==> src/rtl/wd_pkg.sv <==
package wd_pkg;

    // Action applied to the countdown timer in a given cycle.
    typedef enum logic [1:0] {
        TA_RUN  = 2'd0,  // keep state, advance on tick
        TA_LOAD = 2'd1,  // (re)start from full interval
        TA_STOP = 2'd2   // disarm
    } tmr_act_e;

    // Ticks in one twentieth of the tick rate, rounded up.
    function automatic int unsigned wd_interval(input int unsigned ticks_per_sec);
        return (ticks_per_sec + 19) / 20;
    endfunction

endpackage

==> src/rtl/wd_occupancy.sv <==
module wd_occupancy #(
    parameter int unsigned CNT_W = 8
) (
    input  logic             clk_i,
    input  logic             rst_i,
    input  logic             enq_i,
    input  logic             deq_i,
    input  logic             flush_i,
    input  logic [CNT_W-1:0] flush_cnt_i,
    output logic [CNT_W-1:0] cnt_o,
    output logic [CNT_W-1:0] cnt_nxt_o
);
    localparam int unsigned WW = CNT_W + 1;
    localparam logic [WW-1:0] MAX_W = {1'b0, {CNT_W{1'b1}}};

    typedef struct packed {
        logic [CNT_W-1:0] cnt;
    } occ_st_t;

    occ_st_t st_d, st_q;
    logic [WW-1:0] add_w, sub_w, diff_w;

    always_comb begin
        st_d   = st_q;
        add_w  = {1'b0, st_q.cnt} + {{CNT_W{1'b0}}, enq_i};
        sub_w  = {{CNT_W{1'b0}}, deq_i}
               + (flush_i ? {1'b0, flush_cnt_i} : {WW{1'b0}});
        diff_w = add_w - sub_w;
        if (add_w < sub_w) begin
            st_d.cnt = '0;
        end else if (diff_w > MAX_W) begin
            st_d.cnt = {CNT_W{1'b1}};
        end else begin
            st_d.cnt = diff_w[CNT_W-1:0];
        end
    end

    always_ff @(posedge clk_i) begin
        if (rst_i) begin
            st_q <= '0;
        end else begin
            st_q <= st_d;
        end
    end

    assign cnt_o     = st_q.cnt;
    assign cnt_nxt_o = st_d.cnt;


    idle_count_stable_chk: assert property (@(posedge clk_i) disable iff (rst_i)
        (!enq_i && !deq_i && !flush_i) |=> $stable(cnt_o));


    flush_never_raises_chk: assert property (@(posedge clk_i) disable iff (rst_i)
        (flush_i && !enq_i) |=> (cnt_o <= $past(cnt_o)));

endmodule

==> src/rtl/wd_interval_timer.sv <==
module wd_interval_timer
    import wd_pkg::*;
#(
    parameter int unsigned INTERVAL = 50,
    parameter int unsigned TW       = 6
) (
    input  logic          clk_i,
    input  logic          rst_i,
    input  tmr_act_e      act_i,
    input  logic          tick_i,
    output logic          armed_o,
    output logic [TW-1:0] remain_o,
    output logic          fire_o
);
    localparam logic [TW-1:0] FULL_V = TW'(INTERVAL);
    localparam logic [TW-1:0] ONE_V  = TW'(1);

    typedef struct packed {
        logic          armed;
        logic [TW-1:0] remain;
        logic          fire;
    } tmr_st_t;

    tmr_st_t st_d, st_q;

    always_comb begin
        st_d      = st_q;
        st_d.fire = 1'b0;
        case (act_i)
            TA_LOAD: begin
                st_d.armed  = 1'b1;
                st_d.remain = FULL_V;
            end
            TA_STOP: begin
                st_d.armed  = 1'b0;
                st_d.remain = '0;
            end
            default: begin
                if (st_q.armed && tick_i) begin
                    if (st_q.remain == ONE_V) begin
                        st_d.armed  = 1'b0;
                        st_d.remain = '0;
                        st_d.fire   = 1'b1;
                    end else begin
                        st_d.remain = st_q.remain - ONE_V;
                    end
                end
            end
        endcase
    end

    always_ff @(posedge clk_i) begin
        if (rst_i) begin
            st_q <= '0;
        end else begin
            st_q <= st_d;
        end
    end

    assign armed_o  = st_q.armed;
    assign remain_o = st_q.remain;
    assign fire_o   = st_q.fire;


    fire_single_cycle_chk: assert property (@(posedge clk_i) disable iff (rst_i)
        fire_o |=> !fire_o);


    no_tick_no_advance_chk: assert property (@(posedge clk_i) disable iff (rst_i)
        (act_i == TA_RUN && !tick_i) |=> ($stable(remain_o) && !fire_o));


    remain_bounded_chk: assert property (@(posedge clk_i) disable iff (rst_i)
        armed_o |-> (remain_o <= FULL_V && remain_o != '0));

endmodule

==> src/rtl/mgmt_req_watchdog.sv <==
module mgmt_req_watchdog
    import wd_pkg::*;
#(
    parameter int unsigned CNT_W         = 8,
    parameter int unsigned TICKS_PER_SEC = 1000
) (
    input  logic             clk_i,
    input  logic             rst_i,
    input  logic             enq_i,
    input  logic             deq_i,
    input  logic             flush_i,
    input  logic [CNT_W-1:0] flush_cnt_i,
    input  logic             tick_i,
    output logic             cancel_o,
    output logic             hold_o,
    output logic [CNT_W-1:0] count_o
);
    localparam int unsigned INTERVAL = wd_interval(TICKS_PER_SEC);
    localparam int unsigned TW       = $clog2(INTERVAL + 1);
    localparam logic [TW-1:0] FULL_V = TW'(INTERVAL);

    logic [CNT_W-1:0] cnt_q, cnt_nxt;
    tmr_act_e         act;
    logic             armed;
    logic [TW-1:0]    remain;
    logic             fire;

    wd_occupancy #(
        .CNT_W (CNT_W)
    ) occ_i (
        .clk_i       (clk_i),
        .rst_i       (rst_i),
        .enq_i       (enq_i),
        .deq_i       (deq_i),
        .flush_i     (flush_i),
        .flush_cnt_i (flush_cnt_i),
        .cnt_o       (cnt_q),
        .cnt_nxt_o   (cnt_nxt)
    );

    // Timer action from the count transition of this cycle.
    always_comb begin
        if (cnt_nxt == '0) begin
            act = TA_STOP;
        end else if (deq_i || flush_i) begin
            act = TA_LOAD;
        end else if (cnt_q == '0) begin
            act = TA_LOAD;
        end else begin
            act = TA_RUN;
        end
    end

    wd_interval_timer #(
        .INTERVAL (INTERVAL),
        .TW       (TW)
    ) tmr_i (
        .clk_i    (clk_i),
        .rst_i    (rst_i),
        .act_i    (act),
        .tick_i   (tick_i),
        .armed_o  (armed),
        .remain_o (remain),
        .fire_o   (fire)
    );

    assign cancel_o = fire;
    assign hold_o   = fire;
    assign count_o  = cnt_q;


    idle_disarmed_chk: assert property (@(posedge clk_i) disable iff (rst_i)
        (count_o == '0) |-> !armed);


    fire_needs_work_chk: assert property (@(posedge clk_i) disable iff (rst_i)
        cancel_o |-> (count_o != '0 && !armed));


    enq_keeps_timer_chk: assert property (@(posedge clk_i) disable iff (rst_i)
        (enq_i && !deq_i && !flush_i && count_o != '0 && !tick_i) |=> $stable(remain));


    deq_reloads_chk: assert property (@(posedge clk_i) disable iff (rst_i)
        (deq_i && !flush_i && count_o > 1) |=> (armed && remain == FULL_V));


    first_enq_arms_chk: assert property (@(posedge clk_i) disable iff (rst_i)
        (enq_i && !deq_i && !flush_i && count_o == '0) |=> (armed && remain == FULL_V));

endmodule

==> config.mk <==
export PLATFORM = sky130hd
export DESIGN_NAME = mgmt_req_watchdog
export DESIGN_NICKNAME = d
export VERILOG_FILES = /design/src/rtl/wd_pkg.sv /design/src/rtl/wd_occupancy.sv /design/src/rtl/wd_interval_timer.sv /design/src/rtl/mgmt_req_watchdog.sv
export SDC_FILE = /design/constraint.sdc
export NUM_CORES = 1
export LEC_CHECK = 0
export BUFFER_PORTS_ARGS = -buffer_cell sky130_fd_sc_hd__buf_2
export CORE_MARGIN = 3
export CORE_UTILIZATION = 55
export CTS_CLUSTER_SIZE = 8
export DETAILED_ROUTE_END_ITERATION = 12
export PLACE_DENSITY = 0.81
export SYNTH_ARGS = -nofsm -noshare
export SYNTH_HDL_FRONTEND = slang
export SYNTH_SLANG_ARGS = --single-unit
==> constraint.sdc <==
create_clock -name clk_i -period 6.2 [get_ports clk_i]
set_input_delay 1.24 -clock clk_i [delete_from_list [all_inputs] [get_ports clk_i]]
set_output_delay 1.24 -clock clk_i [all_outputs]
set_load 0.05 [all_outputs]
# Word-level counts from Yosys, hierarchy flattened
# Index checks and enable logic that the tools add are counted.
[word_totals]
ff_bits = 16
elab_cells = 33
[classes]
add_sub_neg = 4
order_cmp = 2
n_eq_ne = 3
muxes = 11
bitwise = 1
n_reduce_logical = 8
[op_table]
columns = ["op", "count"]
rows = [
  ["$mux 8", 4],
  ["$logic_not 8->1", 2],
  ["$pmux 7 s2", 1],
  ["$add 1x9->9", 1],
  ["$add 8x1->9", 1],
  ["$gt 9x8->1 const B", 1],
  ["$lt 9x9->1", 1],
  ["$sub 9x9->9", 1],
  ["$eq 6x1->1 const B", 1],
  ["$mux 6", 1],
  ["$reduce_bool 3->1", 2],
  ["$sub 6x1->6 const B", 1],
  ["$mux 1", 4],
  ["$reduce_or 4->1", 1],
  ["$eq 2x1->1 const B", 1],
  ["$eq 2x2->1 const B", 1],
  ["$mux 2", 1],
  ["$reduce_and 2->1", 1],
  ["$logic_and 1x1->1", 1],
  ["$logic_or 1x1->1", 1],
  ["$not 1->1", 1],
]

# Logic depth before layout (Yosys ltp)
[depth]
depth_word = 11
mapped_depth = 15

# Cells and area by module
# A second synthesis with hierarchy kept.
[unflattened]
hier_cells = 192
hier_area_um2 = 1565.3
[by_module_without_submodules]
columns = ["module", "instances", "cells_per_inst", "area_per_inst_um2", "seq_area_each_um2"]
rows = [
  ["wd_occupancy", 1, 129, 1012.2, 160.2],
  ["wd_interval_timer", 1, 55, 485.5, 160.2],
  ["mgmt_req_watchdog", 1, 8, 67.6, 0.0],
]

# Worst setup path before layout
# No wires, ideal clock.
[synth_path]
kind = "input to register"
start = "input port flush_i"
end = "register tmr_i.st_q (netlist bit tmr_i.fire_o)"
setup_ns = 0.137
t_arrival_ns = 3.809
slack_ns = 2.254
stages = 15
cell_sequence = "clkbuf_1 and2_1 ha_1 nand3_1 nor2_1 nand2_1 xnor2_1 nand2_1 ha_1 a2111oi_0 o21a_2 o211ai_4 nor3_2 o2111a_4 nor4_1"
[synth_via]
elab_chain_len = 10
[synth_rtl]
columns = ["item", "line_no", "rtl"]
rows = [
  ["from (decl)", "mgmt_req_watchdog.sv:11", "input logic flush_i,"],
  ["$mux 8", "wd_occupancy.sv:27", "+ (flush_i ? {1'b0, flush_cnt_i} : {WW{1'b0}});"],
  ["$add 1x9->9", "wd_occupancy.sv:27", ""],
  ["$sub 9x9->9", "wd_occupancy.sv:28", "diff_w = add_w - sub_w;"],
  ["$gt 9x8->1", "wd_occupancy.sv:31", "end else if (diff_w > MAX_W) begin"],
  ["$mux 8", "wd_occupancy.sv:31", ""],
  ["$mux 8", "wd_occupancy.sv:29", "if (add_w < sub_w) begin"],
  ["$logic_not 8->1", "mgmt_req_watchdog.sv:43", "if (cnt_nxt == '0) begin"],
  ["$mux 2 *", "mgmt_req_watchdog.sv:43", ""],
  ["$eq 2x1->1 / $eq 2x2->1 (equally long branches)", "wd_interval_timer.sv:29", "case (act_i)"],
  ["$reduce_or 4->1 (no source line) *", "-", ""],
  ["to (signal assigned)", "wd_interval_timer.sv:56", "st_q <= st_d;"],
  ["to (decl)", "wd_interval_timer.sv:24", "tmr_st_t st_d, st_q;"],
]
# Mark *: on every way between the ends. The rest lies on a longest branch, timed or not.
# A chain may end at the register's enable or synchronous reset.

# Worst setup path in the final report
[layout_path]
start = "input port flush_i"
end = "register tmr_i.st_q (netlist bit tmr_i.remain_o[2])"
[layout_via]
elab_chain_len = 10
[layout_rtl]
columns = ["item", "line_no"]
rows = [
  ["$mux 8", "wd_occupancy.sv:27"],
  ["$add 1x9->9", "wd_occupancy.sv:27"],
  ["$sub 9x9->9", "wd_occupancy.sv:28"],
  ["$gt 9x8->1", "wd_occupancy.sv:31"],
  ["$mux 8", "wd_occupancy.sv:31"],
  ["$mux 8", "wd_occupancy.sv:29"],
  ["$logic_not 8->1", "mgmt_req_watchdog.sv:43"],
  ["$mux 2 *", "mgmt_req_watchdog.sv:43"],
  ["$eq 2x2->1 / $eq 2x1->1 (equally long branches)", "wd_interval_timer.sv:29"],
  ["$pmux 7 s2 / $reduce_bool 3->1 (equally long branches)", "-"],
]
# Marks and branches as above.

==> metrics.md <==
| Metric | Value |
|---|---|
| Slew HR | 67.7% |
| Worst Max-Slew Pin Slew | ~0.48 ns |
| Worst EP required | approximately 6.4 ns |
| Synth Area per Inst | around 8.3 um2 |
| FF+latch area | 320 um2 |
| Area contributors post-synth | dfxtp_1, ha_1, xnor2_1, nor2_1, nor4_1 |
| Hold WS | between 0.5 and 0.6 ns |
| Pin count of the biggest net entering global routing | 11 |
| Most frequent cell after synthesis | nor2_1 |
| Leading area contributor after synthesis | dfxtp_1 |
| Status | finished clean |
| Clock Latency Late Sink | about 0.28 ns |
| Total die area | 0.00314 mm2 |
| Async S/R FF share, synth | 0% |
| Placer Congestion | between 0.9 and 1 |
| Ant. Diodes | 0 |
| Peak VDD IR | ~0.00033 V |
| Max cap viols | 0 |
| WL/cell | between 10 and 15 um |
| Routed WL | 3.02 mm |
| Layout cell share with drive strength beyond 1 | 20.6% |
| Setup-failing EPs final | 0 |
| Post-CTS Hold Fix Bufs | 0 |
| Top_reg_cell synth | dfxtp_1 |
| H-tree Lvls | 1 |
| Port Buf Inserts | 23 |
| Sequential share of the synthesized area | between 20% and 30% |
| Clock skew | between 0.006 and 0.007 ns |
| Synth unique cells | 43 |
| Drt pass-1 iters | 4 |
| Clk root buf | clkbuf_4 |
| Initial core utilization | about three fifths |
| Final layout net count | about 220 |
| Power Dens Cells | about 400 mW/mm2 |
| Chip height | 56.0 um |
| Synthesis-to-finish area growth | 11.7% |
| Cell depth of the worst flop-to-flop path | 12 |
| Period utilization | 61.3% |
| Worst Setup End Kind | register |
| WP data arrival | between 3 and 4 ns |
| Core area | ~0.0023 mm2 |
| Max Slew Vio Count | 0 |
| Remaining Overflow, GRT | 0 |
| Syn Inst Count | 165 |
| Clock buffer count from CTS | 3 |
| CTS tree | yes |
| Worst hold-check path type | register to register |
| Syn Nets | just under 200 |
| RR Endpoint | tmr_i.remain_o[2]$_SDFFE_PP0P_ |
| Detailed Route Iter0 Violations | 39 |
| Post-CTS Setup Bufs | 0 |
| Reg-to-reg startpoint | occ_i.cnt_o[0]$_SDFF_PP0_ |
| Final Hold Viols | 0 |
| Yosys reg bits | 16 |
| Largest buffer count on any clock path | 2 |
| Crit Path Max Fanout | 10 |
| Post-cts resize count | 0 |
| CP startpoint kind | input pin |
| DR vias/cell | just over 6 |
| Number of global-route vias before repair | 1,225 |
| Post-synth top area share | a little under a quarter |
| DRT antenna net count | 0 |
| Die W | between 50 and 60 um |
| Leak | 0.697 nW |
| Overall routing resource usage | between 20% and 30% |
| Hold Crit Endpoint | tmr_i.remain_o[3]$_SDFFE_PP0P_ |
| Initial antenna violation count | 0 |
| Std cell rows | 17 |
| Synth Cell Area | ~0.0014 mm2 |
| EDFF count, synth | 0 |
| Global-route wire length before repair | 5.26 mm |
| Number of fill cells | 191 |
| Total number of yosys warnings | 0 |
| Worst R2R Setup Slack | approximately 3.3 ns |
| Critical path start-end classification | input pin to register |
| DRC violations left | 0 |
| Hold Path Stages | 2 |
| Top cells by count, synth | nor2_1, dfxtp_1, ha_1 |
| # IOs | 24 |
| Setup TNS Final | 0 ns |
| Clock-pin slew on the worst setup and hold paths | 0.08 ns |
| Hold Path Origin | tmr_i.remain_o[3]$_SDFFE_PP0P_ |
| Crit path time final | between 3 and 4 ns |
| Vias | around 1,300 |
| DP Wirelength | 2.58 mm |
| Sink Count | 16 |
| Footprint of the multi-input gates | between 0.001 and 0.0015 mm2 |
| RSZ-0062 raised after global routing | false |
| F_max | between 0.2 and 0.3 GHz |
[area by class of cell]
cell class / instances / share of cell area (%)
Clock buffer: 3 / 1.46
Inverter: 6 / 1.46
Multi-Input combinational cell: 141 / 66.5
Sequential cell: 16 / 20.8
Tap cell: 28 / 2.28
Timing Repair Buffer: 23 / 7.48
[worst max-delay path, cell delays in order]
cell       delay [ns]
buf_2            0.17
and2_1           0.15
ha_1             0.18
nand3_1          0.08
nor2_1           0.15
nand2_1          0.09
xnor2_1          0.14
nand2_1          0.07
ha_1             0.34
a2111oi_0        0.42
o21a_2           0.24
o211ai_4         0.12
nor3_2           0.20
o2111a_4         0.29
nor4_1           0.06
[state kept, by name, summed over array words and instances, names as in the netlist]
| name | flops |
|---|---|
| tmr_i.armed_o | 1 |
| tmr_i.fire_o | 1 |
| occ_i.cnt_o | 8 |
| tmr_i.remain_o | 6 |
[placed cells by master (no fill, tap or decap), types with 2 or more instances in the layout]
cell and instances:
nor2_1 19, a31oi_1 2, o21a_1 2, clkbuf_4 3, ha_1 15, inv_1 6
xnor2_1 11, a21o_1 3, a21oi_1 9, nand3_1 7, nor3_1 5, o2111ai_1 2
nor3_2 2, and2_1 2, xor2_1 6, dfxtp_1 16, a211oi_1 4, nand2_1 14
buf_2 23, nor4_1 10, o21ai_0 3, nand4_1 4
[kinds of logic (layout without fill, tap and decap cells)]
group,after synthesis,count (layout),synth area share [%]
fa+ha+maj,16,16,15.1
xor+xnor,17,17,10.8
flops,16,16,23.3
buf+inv,8,32,2.45
simple gates,73,73,28.3
compound gates,35,35,20.1
[report_power, final]
group	total (W)	internal (W)	switching [W]	leakage, nW
Combinational	0.000413	0.000151	0.000261	0.553
Sequential	0.000153	0.000126	0.0000269	0.130
Clock	0.0000519	0.0000225	0.0000293	0.0138
Total	0.000618	0.000300	0.000318	0.697
[metal layers]
layer,routed length (um),GRT usage (%),part of all wire (%),up-vias
met2,1370,31.9,45,47
met1,1380,28.1,46,611
met5,0,0,0,-
met3,242,4.41,8.0,4
li1,-,-,-,664
met4,34,3.73,1.1,0
[stage by stage]
stage | setup WS [ns] | utilization, % | area [um2] | total power, W | std cells
after global routing | 2.12 | 67.0 | 1540 | 0.000674 | 217
after CTS | 2.39 | 67.0 | 1540 | 0.000619 | 217
after floorplan | 2.25 | - | 1380 | 0.000479 | 165
after detailed placement | 2.09 | 66.0 | 1520 | 0.000565 | 214
after global placement | 2.23 | 66.0 | 1520 | 0.000553 | 214
final | 2.40 | 67.0 | 1540 | 0.000618 | 217
[worst max-delay path by stage]
stage	from	end	slack (ns)	cells past startpoint
after global placement	flush_i	tmr_i.remain_o[3]$_SDFFE_PP0P_	2.23	15
after detailed placement	flush_i	tmr_i.fire_o$_SDFF_PP0_	2.09	15
final	flush_i	tmr_i.remain_o[2]$_SDFFE_PP0P_	2.40	15
after floorplan	flush_i	tmr_i.fire_o$_SDFF_PP0_	2.25	15
after CTS	flush_i	tmr_i.remain_o[2]$_SDFFE_PP0P_	2.39	15
after global routing	flush_i	tmr_i.remain_o[2]$_SDFFE_PP0P_	2.12	15
Power figures use the tool's default switching activity.
